<file path="config.mk">
export PLATFORM = sky130hd
export DESIGN_NAME = pwm_shutdown_ctrl
export DESIGN_NICKNAME = d
export VERILOG_FILES = /design/src/rtl/pwm_shutdown_pkg.sv /design/src/rtl/pwm_sd_req_qual.sv /design/src/rtl/pwm_sd_pair_mon.sv /design/src/rtl/pwm_sd_regs.sv /design/src/rtl/pwm_shutdown_ctrl.sv
export SDC_FILE = /design/constraint.sdc
export NUM_CORES = 1
export LEC_CHECK = 0
export CORE_MARGIN = 1
export CORE_UTILIZATION = 55
export CTS_BUF_LIST = sky130_fd_sc_hd__clkbuf_2
export CTS_CLUSTER_DIAMETER = 80
export CTS_CLUSTER_SIZE = 30
export DETAILED_ROUTE_END_ITERATION = 8
export PLACE_DENSITY = 0.95
export SYNTH_ARGS = -nofsm -noshare
export SYNTH_HDL_FRONTEND = slang
export SYNTH_SLANG_ARGS = --single-unit
</file>
<file path="constraint.sdc">
create_clock -name clk -period 4.8 [get_ports clk]
set_clock_uncertainty 0.05 [all_clocks]
set_input_delay 0.96 -clock clk [delete_from_list [all_inputs] [get_ports clk]]
set_output_delay 0.96 -clock clk [all_outputs]
set_load 0.01 [all_outputs]
</file>
<file path="src/rtl/pwm_shutdown_pkg.sv">
package pwm_shutdown_pkg;
  localparam int ADDR_W = 2;
  localparam logic [ADDR_W-1:0] ADDR_CTRL = 2'd0;
  localparam logic [ADDR_W-1:0] ADDR_LVL  = 2'd1;
  localparam logic [ADDR_W-1:0] ADDR_FLAG = 2'd2;

  // A pin is at its active level when it equals the configured level bit.
  function automatic logic pin_at_active(input logic pin, input logic act_hi);
    return pin == act_hi;
  endfunction

  // Returns {neg_level, pos_level} for one pair.
  function automatic logic [1:0] pick_levels(input logic sel_phase,
                                             input logic glob_p, input logic glob_n,
                                             input logic ph_p, input logic ph_n);
    return sel_phase ? {ph_n, ph_p} : {glob_n, glob_p};
  endfunction

  function automatic logic pair_shorted(input logic en, input logic p, input logic n,
                                        input logic [1:0] lvl);
    return en && pin_at_active(p, lvl[0]) && pin_at_active(n, lvl[1]);
  endfunction
endpackage

</file>
<file path="src/rtl/pwm_sd_req_qual.sv">
module pwm_sd_req_qual #(
  parameter int SYNC_STAGES  = 2,
  parameter int QUAL_SAMPLES = 3
) (
  input  logic clk,
  input  logic rst_n,
  input  logic req_n,
  output logic req_det
);
  logic [SYNC_STAGES-1:0]  sync_q;
  logic [QUAL_SAMPLES-1:0] hist_q;

  always_ff @(posedge clk or negedge rst_n) begin
    if (!rst_n) begin
      sync_q <= '1;
      hist_q <= '1;
    end else begin
      sync_q <= {sync_q[SYNC_STAGES-2:0], req_n};
      hist_q <= {hist_q[QUAL_SAMPLES-2:0], sync_q[SYNC_STAGES-1]};
    end
  end

  // asserted once every retained synchronized sample is low
  assign req_det = ~|hist_q;
endmodule

</file>
<file path="src/rtl/pwm_sd_pair_mon.sv">
module pwm_sd_pair_mon
  import pwm_shutdown_pkg::*;
#(
  parameter int NUM_PAIRS = 3
) (
  input  logic [NUM_PAIRS-1:0]   pair_pos,
  input  logic [NUM_PAIRS-1:0]   pair_neg,
  input  logic [NUM_PAIRS-1:0]   cmp_en,
  input  logic                   sel_phase,
  input  logic                   glob_p,
  input  logic                   glob_n,
  input  logic [2*NUM_PAIRS-1:0] phase_lvl,
  output logic [NUM_PAIRS-1:0]   short_det
);
  for (genvar k = 0; k < NUM_PAIRS; k++) begin : g_pair
    logic [1:0] lvl;
    assign lvl = pick_levels(sel_phase, glob_p, glob_n, phase_lvl[2*k], phase_lvl[2*k+1]);
    assign short_det[k] = pair_shorted(cmp_en[k], pair_pos[k], pair_neg[k], lvl);
  end
endmodule

</file>
<file path="src/rtl/pwm_sd_regs.sv">
module pwm_sd_regs
  import pwm_shutdown_pkg::*;
#(
  parameter int NUM_PAIRS = 3,
  parameter int NUM_REQ   = 4,
  parameter int DATA_W    = 8
) (
  input  logic                   clk,
  input  logic                   rst_n,
  input  logic                   wr_en,
  input  logic [ADDR_W-1:0]      wr_addr,
  input  logic [DATA_W-1:0]      wr_data,
  input  logic [ADDR_W-1:0]      rd_addr,
  output logic [DATA_W-1:0]      rd_data,
  input  logic [NUM_REQ-1:0]     req_det,
  input  logic [NUM_PAIRS-1:0]   short_det,
  output logic [NUM_PAIRS-1:0]   cmp_en,
  output logic                   sel_phase,
  output logic                   glob_p,
  output logic                   glob_n,
  output logic [2*NUM_PAIRS-1:0] phase_lvl,
  output logic [NUM_REQ+NUM_PAIRS-1:0] flags,
  output logic [NUM_REQ+NUM_PAIRS-1:0] clr_vec
);
  localparam int FLAG_W  = NUM_REQ + NUM_PAIRS;
  localparam int SEL_BIT = NUM_PAIRS;
  localparam int GP_BIT  = NUM_PAIRS + 1;
  localparam int GN_BIT  = NUM_PAIRS + 2;

  logic [DATA_W-1:0] ctrl_q, lvl_q;
  logic [FLAG_W-1:0] flags_q, set_vec;

  assign set_vec = {short_det, req_det};
  assign clr_vec = (wr_en && wr_addr == ADDR_FLAG) ? wr_data[FLAG_W-1:0] : '0;

  always_ff @(posedge clk or negedge rst_n) begin
    if (!rst_n) begin
      ctrl_q  <= '0;
      lvl_q   <= '0;
      flags_q <= '0;
    end else begin
      if (wr_en && wr_addr == ADDR_CTRL) ctrl_q <= wr_data;
      if (wr_en && wr_addr == ADDR_LVL)  lvl_q  <= wr_data;
      // a present condition wins over a clear
      flags_q <= set_vec | (flags_q & ~clr_vec);
    end
  end

  assign cmp_en    = ctrl_q[NUM_PAIRS-1:0];
  assign sel_phase = ctrl_q[SEL_BIT];
  assign glob_p    = ctrl_q[GP_BIT];
  assign glob_n    = ctrl_q[GN_BIT];
  assign phase_lvl = lvl_q[2*NUM_PAIRS-1:0];
  assign flags     = flags_q;

  always_comb begin
    unique case (rd_addr)
      ADDR_CTRL: rd_data = ctrl_q;
      ADDR_LVL:  rd_data = lvl_q;
      ADDR_FLAG: rd_data = {{(DATA_W-FLAG_W){1'b0}}, flags_q};
      default:   rd_data = '0;
    endcase
  end
endmodule

</file>
<file path="src/rtl/pwm_shutdown_ctrl.sv">
module pwm_shutdown_ctrl
  import pwm_shutdown_pkg::*;
#(
  parameter int NUM_PAIRS    = 3,
  parameter int NUM_COMP_REQ = 3,
  parameter int SINGLE_PINS  = 3,
  parameter int DATA_W       = 8,
  parameter int SYNC_STAGES  = 2,
  parameter int QUAL_SAMPLES = 3
) (
  input  logic                      clk,
  input  logic                      rst_n,
  input  logic [NUM_COMP_REQ:0]     req_n,
  input  logic [NUM_PAIRS-1:0]      pair_pos,
  input  logic [NUM_PAIRS-1:0]      pair_neg,
  input  logic                      wr_en,
  input  logic [1:0]                wr_addr,
  input  logic [DATA_W-1:0]         wr_data,
  input  logic [1:0]                rd_addr,
  output logic [DATA_W-1:0]         rd_data,
  output logic [2*NUM_PAIRS-1:0]    comp_oe,
  output logic [SINGLE_PINS-1:0]    single_oe,
  output logic                      fault_irq
);
  localparam int NUM_REQ = NUM_COMP_REQ + 1;
  localparam int FLAG_W  = NUM_REQ + NUM_PAIRS;

  logic [NUM_REQ-1:0]     req_det;
  logic [NUM_PAIRS-1:0]   short_det;
  logic [NUM_PAIRS-1:0]   cmp_en;
  logic                   sel_phase, glob_p, glob_n;
  logic [2*NUM_PAIRS-1:0] phase_lvl;
  logic [FLAG_W-1:0]      flags, clr_vec;
  logic                   comp_fault, single_fault;

  for (genvar i = 0; i < NUM_REQ; i++) begin : g_req
    pwm_sd_req_qual #(.SYNC_STAGES(SYNC_STAGES), .QUAL_SAMPLES(QUAL_SAMPLES)) u_qual (
      .clk(clk), .rst_n(rst_n), .req_n(req_n[i]), .req_det(req_det[i]));
  end

  pwm_sd_pair_mon #(.NUM_PAIRS(NUM_PAIRS)) u_mon (
    .pair_pos(pair_pos), .pair_neg(pair_neg), .cmp_en(cmp_en), .sel_phase(sel_phase),
    .glob_p(glob_p), .glob_n(glob_n), .phase_lvl(phase_lvl), .short_det(short_det));

  pwm_sd_regs #(.NUM_PAIRS(NUM_PAIRS), .NUM_REQ(NUM_REQ), .DATA_W(DATA_W)) u_regs (
    .clk(clk), .rst_n(rst_n), .wr_en(wr_en), .wr_addr(wr_addr), .wr_data(wr_data),
    .rd_addr(rd_addr), .rd_data(rd_data), .req_det(req_det), .short_det(short_det),
    .cmp_en(cmp_en), .sel_phase(sel_phase), .glob_p(glob_p), .glob_n(glob_n),
    .phase_lvl(phase_lvl), .flags(flags), .clr_vec(clr_vec));

  // high impedance takes effect in the cycle the flag sets
  assign comp_fault   = |flags[NUM_COMP_REQ-1:0] | |flags[FLAG_W-1:NUM_REQ];
  assign single_fault = flags[NUM_COMP_REQ];
  assign comp_oe      = {(2*NUM_PAIRS){~comp_fault}};
  assign single_oe    = {SINGLE_PINS{~single_fault}};
  assign fault_irq    = |flags;
endmodule

</file>
* Word level (Yosys, flattened, before mapping)
Index checks and enable logic that the tools add are counted.
Storage, ports and cells: register bits after elaboration 43, input port bits 25, output and inout port bits 18, logic and storage cells 54
Operators by class: eq/ne operators 10, multiplexer cells 5, bitwise operators 6, reduce and logical (&&, ||, !) cells 22
Operators by type and width (count):
- one-hot mux 8 bit (3 select lines) | 1
- OR reduction 3 bit | 6
- logical AND 1 bit | 9
- AND 7 bit | 1
- 2-to-1 mux 7 bit | 1
- NOT 7 bit | 1
- OR 7 bit | 1
- OR reduction 7 bit | 1
- == test 1 bit | 6
- 2-to-1 mux 2 bit | 3
- == test 2 x 1 -> 1 bit (second input constant) | 2
- == test 2 bit (second input constant) | 2
- zero test 1 bit | 4
- zero test 2 bit | 2
- NOT 1 bit | 2
- OR 1 bit | 1

* Depth between registers and ports, before layout
Gate-level depths: netlist (run 1).
depth in word-level cells 6, mapped depth 4, depth with buffers taken out 3

* By module
A second synthesis (run 1) with hierarchy kept.
Unflattened totals: cells, all modules 148, area total of the unflattened synthesis 1956.9 µm²
By module, submodules not included:
- pwm_sd_regs | instances 1, cells each 97, area each 1172.4 µm², seq. area each 575.6 µm²
- pwm_sd_req_qual | instances 4, cells each 6, area each 141.4 µm², seq. area each 131.4 µm²
- pwm_sd_pair_mon | instances 1, cells each 16, area each 142.6 µm², seq. area each 0.0 µm²
- pwm_shutdown_ctrl | instances 1, cells each 11, area each 76.3 µm², seq. area each 0.0 µm²

* Worst setup path after synthesis (run 1)
No wires, ideal clock.
path kind input-to-output, from input port rd_addr[0], to output port rd_data[0], arrival 1.659 ns, slack 2.131 ns, stages 4, path buffers 1, path through buf_2 nor2b_1 nand2_1 o21ai_0
On the way: cells in the longest elaborated chain, start to end 2, elaborated cells between the ends (all ways) 4, classes of those cells 2 x eq/ne; 1 x mux; 1 x reduce/logical
Ends and longest elaborated chain:
- start, declared | line pwm_shutdown_ctrl.sv:19 | input logic [1:0] rd_addr,
- == test 2 bit (tied with other cells) | line pwm_sd_regs.sv:57 | unique case (rd_addr)
- one-hot mux 8 bit (3 select lines) * | line pwm_sd_regs.sv:57
- end, declared | line pwm_shutdown_ctrl.sv:20 | output logic [DATA_W-1:0] rd_data,
Every way passes the cells marked *; elsewhere a longest branch is shown, timed or not.

* Worst setup path after layout (run 1)
from input port rd_addr[0], to output port rd_data[1]
Same word-level chain as after synthesis.

==> results_dict.tcl, run 1 <==
set metrics [dict create \
    power.ir.vdd_worst_v 0.000264 \
    hold_path_startpoint "g_req[0].u_qual.hist_q[0]" \
    crit_fanout 9 \
    crit_path_start_kind "input pin" \
    grt-ovfl-total 0 \
    largest_net_degree_at_the_start_of_global_routing 44 \
    detail_route.drc_violations 0 \
    wl_mm 3.44 \
    synth.top_cells.by_count "23 x sky130_fd_sc_hd__dfrtp_1, 20 x sky130_fd_sc_hd__dfstp_2, 15 x sky130_fd_sc_hd__nand2_1, 15 x sky130_fd_sc_hd__o21ai_0, 14 x sky130_fd_sc_hd__mux2i_1" \
    async_flop_share 1.00 \
    cts_hold_buffers 0 \
    grt_pass1_wl_mm 5.49 \
    power-per-cell-area_nw_per_um2 356 \
    buffer_ports.inserted 42 \
    end_point_of_the_most_critical_hold_path "g_req[0].u_qual.hist_q[1]" \
    place_congestion 0.912 \
    clock_power_share 0.199 \
    required_ns 3.79 \
    type_of_element_capturing_the_critical_path "output port" \
    synth.yosys.seq_area_share 0.619 \
    logic_pwr_share 0.212 \
    synth_ff_type "sky130_fd_sc_hd__dfrtp_1" \
    net_switching_uw 236 \
    floorplan.initialDensity 0.583 \
    clock_sinks 43 \
    post_synth_instance_area_um2 1780 \
    synth_area_leaders "sky130_fd_sc_hd__dfrtp_1 32%, sky130_fd_sc_hd__dfstp_2 30%, sky130_fd_sc_hd__mux2i_1 7.9%, sky130_fd_sc_hd__mux2_2 7.6%, sky130_fd_sc_hd__o21ai_0 4.2%" \
    slew_headroom 0.408 \
    timing.critical_path.arrival_ns 2.99 \
    maxCapViolations 0 \
    flop_to_flop_setup_slack_ns 3.40 \
    power_frac_seq 0.588 \
    setup_violations 0 \
    post_synth_inst_count 135 \
    drive_gt1_frac 0.246 \
    final_nets 199 \
    worstHoldPathCells 0 \
    path_class "input pin to output port" \
    hold_class "flip-flop to flip-flop" \
    synth-edff-count 0 \
    post-route-period-util 0.834 \
    place.detailed.hpwl_mm 2.50 \
    netlist-cell-type-count 19 \
    syn_area_per_cell_um2 13.2 \
    intPower_uw 557 \
    clock.fmax_mhz 250 \
    tritoncts "done" \
    final-hold-violation-count 0 \
    worst_slew_pin_tran_ns 0.888 \
    reg2reg_depth 3 \
    timing.final.max_slew_violations 0 \
    max-clock-path-buffers 2 \
    clkLatencyLatePin_ns 0.41 \
    outcome "complete, no violations" \
    initialDrtViolationCount 39 \
    synth_top_area_frac 0.323 \
    fin_tns_setup_ns 0 \
    detail_route.first_pass.iterations 4 \
    area_delta_synth_final_pct 25.2 \
    placementRows 20 \
    antenna_cells_inserted 0 \
    utilization 0.730 \
    floorplan.die.width_um 58.9 \
    die_height_um 58.9 \
    synth.net_count 160 \
    synth_seq_cells 43 \
    detail-route-antenna-nets 0 \
    grt_antenna_before_repair 0 \
    design.core.area_um2 3050 \
    grt_setup_unrepaired "false" \
    groute.usage.overall 0.225 \
    power.static_leakage_nw 0.927 \
    via_per_inst 5.36 \
    cts.repair.resized 0 \
    period_needed_ns 4.00 \
    cts-root-buf "sky130_fd_sc_hd__clkbuf_2" \
    power.switching_fraction 0.297 \
    cpMostUsedCell "sky130_fd_sc_hd__clkdlybuf4s50_1" \
    post_cts_buffers 0 \
    total_die_area_um2 3470 \
    routed_wire_length_per_instance_um 15.7 \
    cell_breakdown_of_the_critical_path "clkdlybuf4s50_1 -> nor2b_1 -> nand2_1 -> o21ai_0 -> clkdlybuf4s50_1" \
    worst_r2r_startpoint "u_regs.ctrl_q[3]" \
    grt_pass1_vias 1173 \
    io_pins 43 \
    rr_endpoint "u_regs.flags[4]" \
    cpMaxStageDelayCell "sky130_fd_sc_hd__clkdlybuf4s50_1" \
    cts_inserted_buffers 5 \
    clkTransAtPathRegs_ns 0.23 \
    yosysMostFrequentCell "sky130_fd_sc_hd__dfrtp_1" \
    critPathMaxStageDelay_ns 0.69 \
    htreeDepth 2 \
    yosysTopAreaCell "sky130_fd_sc_hd__dfrtp_1" \
    yosys_warnings 0 \
    detailroute.via_count 1173 \
]
cells by family after synthesis:
logic type / after synthesis / synth area share
AO/OA/AOI/OAI: 22 / 0.0759
XOR/XNOR: 6 / 0.0295
buffers and inverters: 15 / 0.0499
flip-flops: 43 / 0.619
multiplexers: 26 / 0.155
AND/OR/NAND/NOR: 23 / 0.0710
flip-flops by register name, indices dropped and copies added, names as in the netlist:
register	cells
g_req.u_qual.hist_q	12
g_req.u_qual.sync_q	8
u_regs.ctrl_q	8
u_regs.flags	7
u_regs.lvl_q	8
critical path: cells and delay by family:
family / cells / cell delay (ns)
AO/OA/AOI/OAI: 1 / 0.12
buffers and inverters: 2 / 1.27
AND/OR/NAND/NOR: 2 / 0.64
routing by layer:
layer | GRT usage | vias to the layer above | routed length [um]
li1 | - | 539 | -
met1 | 0.289 | 568 | 1400
met2 | 0.360 | 64 | 1780
met3 | 0.0725 | 2 | 246
met4 | 0.0782 | 0 | 8
met5 | 0 | - | 0
worst max-delay path by stage:
stage | from | endpoint | slack, ns | cells after the start
6_report | rd_addr[0] | rd_data[1] | 0.80 | 5
5_1_grt | rd_addr[0] | rd_data[2] | 0.75 | 5
4_1_cts | rd_addr[0] | rd_data[1] | 0.82 | 5
3_5_place_dp | rd_addr[0] | rd_data[1] | 0.83 | 5
3_3_place_gp | rd_addr[0] | rd_data[1] | 0.89 | 5
2_1_floorplan | rd_addr[0] | rd_data[0] | 2.13 | 4
cells in the final DEF, fill, tap and decap left out, types with 2 or more instances in the layout:
cell                               n
sky130_fd_sc_hd__mux2i_1          14
sky130_fd_sc_hd__nand3b_1          2
sky130_fd_sc_hd__o21ai_0          15
sky130_fd_sc_hd__o31ai_1           4
sky130_fd_sc_hd__nand2_1          15
sky130_fd_sc_hd__dfrtp_1          23
sky130_fd_sc_hd__mux2_2           12
sky130_fd_sc_hd__clkbuf_2          5
sky130_fd_sc_hd__inv_1             5
sky130_fd_sc_hd__dfstp_2          20
sky130_fd_sc_hd__clkdlybuf4s50_1  41
sky130_fd_sc_hd__a32o_1            3
sky130_fd_sc_hd__xor2_1            6
power by group through the flow:
stage / registers (mW) / clock network, mW / logic, mW
5_1_grt: 0.472 / 0.184 / 0.184
3_5_place_dp: 0.472 / 0 / 0.168
6_report: 0.466 / 0.158 / 0.168
4_1_cts: 0.465 / 0.165 / 0.169
2_1_floorplan: 0.452 / 0 / 0.103
3_3_place_gp: 0.466 / 0 / 0.161
final cells by class:
class                           count  area, um2
Tap cell                           44       55.1
Fill cell                         220        826
Timing Repair Buffer               42        415
Multi-Input combinational cell     77        589
Clock buffer                        5       25.0
Clock inverter                      3       22.5
Inverter                            5       18.8
Sequential cell                    43       1100
stage by stage:
stage	setup WS, ns	cells	hold WS, ns	power [mW]	instance area, um2
after global placement	0.893	211	0.296	0.627	2180
after global routing	0.750	219	0.325	0.840	2230
after CTS	0.820	219	0.323	0.799	2230
after floorplan	2.13	135	0.295	0.555	1780
final	0.797	219	0.311	0.793	2230
after detailed placement	0.832	211	0.297	0.640	2180
No activity file was read; power rests on OpenSTA's default activity.
==> run 2: changes to the inputs <==
Settings changed: CORE_UTILIZATION 55 to 51, PLACE_DENSITY 0.95 to 0.9.
Clock period 4.8 ns to 4 ns, I/O delays scaled along.
==> run 2 against run 1 <==
Net effect: via count about the same; flip-flop and latch count unchanged; die area up 7.6%; combinational power up 20%; clock-buffer cell count up 1; largest cell class unchanged; largest power group unchanged; highest routed layer unchanged.
==> results_dict.tcl, run 2 (synthesized netlist as in run 1, its figures left out) <==
set metrics [dict create \
    detail_route.drc_violations 0 \
    required_ns 3.15 \
    worst_slew_pin_tran_ns 0.896 \
    detailroute.via_count 1172 \
    detail_route.first_pass.iterations 4 \
    post-route-period-util 0.891 \
    flip_flop_count_of_the_largest_register_after_layout 12 \
    grt_antenna_before_repair 0 \
    buffer_ports.inserted 42 \
    cts.repair.resized 0 \
    clkTransAtPathRegs_ns 0.22 \
    grt_pass1_wl_mm 5.21 \
    type_of_element_capturing_the_critical_path "output port" \
    power.static_leakage_nw 0.931 \
    die_height_um 61.1 \
    placementRows 21 \
    timing.final.max_slew_violations 0 \
    top_register "g_req.u_qual.hist_q" \
    total_die_area_um2 3730 \
    flop_to_flop_setup_slack_ns 2.59 \
    rr_endpoint "u_regs.flags[4]" \
    largest_net_degree_at_the_start_of_global_routing 44 \
    slew_headroom 0.403 \
    hold_class "flip-flop to flip-flop" \
    critPathCapture "rd_data[0]" \
    grt_setup_unrepaired "false" \
    clock.fmax_mhz 280 \
    outcome "complete, no violations" \
    final_nets 200 \
    place.detailed.hpwl_mm 2.44 \
    worst_r2r_startpoint "u_regs.ctrl_q[3]" \
    maxCapViolations 0 \
    antenna_cells_inserted 0 \
    floorplan.initialDensity 0.533 \
    layout_commonest_cell "sky130_fd_sc_hd__clkdlybuf4s50_1" \
    final-hold-violation-count 0 \
    crit_path_start "rd_addr[1]" \
    mostFrequentLayoutCells "41 x sky130_fd_sc_hd__clkdlybuf4s50_1, 23 x sky130_fd_sc_hd__dfrtp_1, 20 x sky130_fd_sc_hd__dfstp_2" \
    via_per_inst 5.28 \
    period_needed_ns 3.57 \
    grt_pass1_vias 1110 \
    cts-root-buf "sky130_fd_sc_hd__clkbuf_2" \
    timing.critical_path.arrival_ns 2.72 \
    cts_inserted_buffers 5 \
    routed_wire_length_per_instance_um 15.1 \
    io_pins 43 \
    design.core.area_um2 3340 \
    wl_mm 3.34 \
    area_delta_synth_final_pct 25.5 \
    place_congestion 0.847 \
    setup_violations 0 \
    path_class "input pin to output port" \
    htreeDepth 2 \
    tritoncts "done" \
    drive_gt1_frac 0.250 \
    power.ir.vdd_worst_v 0.000219 \
    floorplan.die.width_um 61.1 \
    post_cts_buffers 0 \
    reg2reg_depth 3 \
    clkLatencyLatePin_ns 0.40 \
    crit_fanout 9 \
    crit_path_start_kind "input pin" \
    max-clock-path-buffers 2 \
    worstHoldPathCells 0 \
    total_power_uw 935 \
    grt-ovfl-total 0 \
    power-per-cell-area_nw_per_um2 419 \
    initialDrtViolationCount 37 \
    groute.usage.overall 0.203 \
    cts_hold_buffers 0 \
    detail-route-antenna-nets 0 \
    fin_tns_setup_ns 0 \
    clock_sinks 43 \
]
## run 2: power by group
group	leakage [nW]	total, mW	switching (mW)	internal, mW
Sequential	0.477	0.555	0.0512	0.504
Combinational	0.425	0.201	0.0824	0.119
Clock	0.0290	0.178	0.134	0.0446
Total	0.931	0.935	0.267	0.667
## run 2: worst min-delay path by stage
stage,from,endpoint
global route,g_req[2].u_qual.hist_q[0],g_req[2].u_qual.hist_q[1]
CTS,g_req[3].u_qual.sync_q[1],g_req[3].u_qual.hist_q[0]
global placement,g_req[3].u_qual.sync_q[1],g_req[3].u_qual.hist_q[0]
floorplan,g_req[0].u_qual.sync_q[1],g_req[0].u_qual.hist_q[0]
finish,g_req[3].u_qual.sync_q[1],g_req[3].u_qual.hist_q[0]
detailed placement,g_req[3].u_qual.sync_q[1],g_req[3].u_qual.hist_q[0]
## run 2: layout make-up
type,instances,area [um2]
Fill cell,250,1100
Sequential cell,43,1100
Multi-Input combinational cell,77,589
Timing Repair Buffer,43,423
Tap cell,46,57.6
Clock buffer,6,30.0
Inverter,5,18.8
Clock inverter,2,12.5
## run 2: per-layer routing
metal | vias to the layer above | share of wire | track usage
met5 | - | 0 | 0
met2 | 45 | 0.47 | 0.306
met4 | 0 | 0.019 | 0.104
met3 | 6 | 0.056 | 0.0693
met1 | 579 | 0.45 | 0.261
li1 | 542 | - | -
## run 2: critical path, stage by stage
cell	delay, ns
sky130_fd_sc_hd__clkdlybuf4s50_1	0.65
sky130_fd_sc_hd__nor2b_1	0.44
sky130_fd_sc_hd__nand2_1	0.11
sky130_fd_sc_hd__o21ai_0	0.13
sky130_fd_sc_hd__clkdlybuf4s50_1	0.59
## run 2: through the flow
step	area, um2	utilization	std cells	setup WS (ns)	hold slack (ns)
5_1_grt	2230	0.669	222	0.392	0.324
6_report	2230	0.669	222	0.434	0.295
3_3_place_gp	2190	0.656	214	0.544	0.297
4_1_cts	2230	0.669	222	0.438	0.310
2_1_floorplan	1780	-	135	1.65	0.295
3_5_place_dp	2190	0.656	214	0.489	0.297
==> run 3: changes to the inputs <==
Settings changed: SKIP_LAST_GASP set to 1, SLEW_MARGIN set to 20.
==> results of run 3 <==
The final DEF is identical to that of run 2; final timing and power are the same.
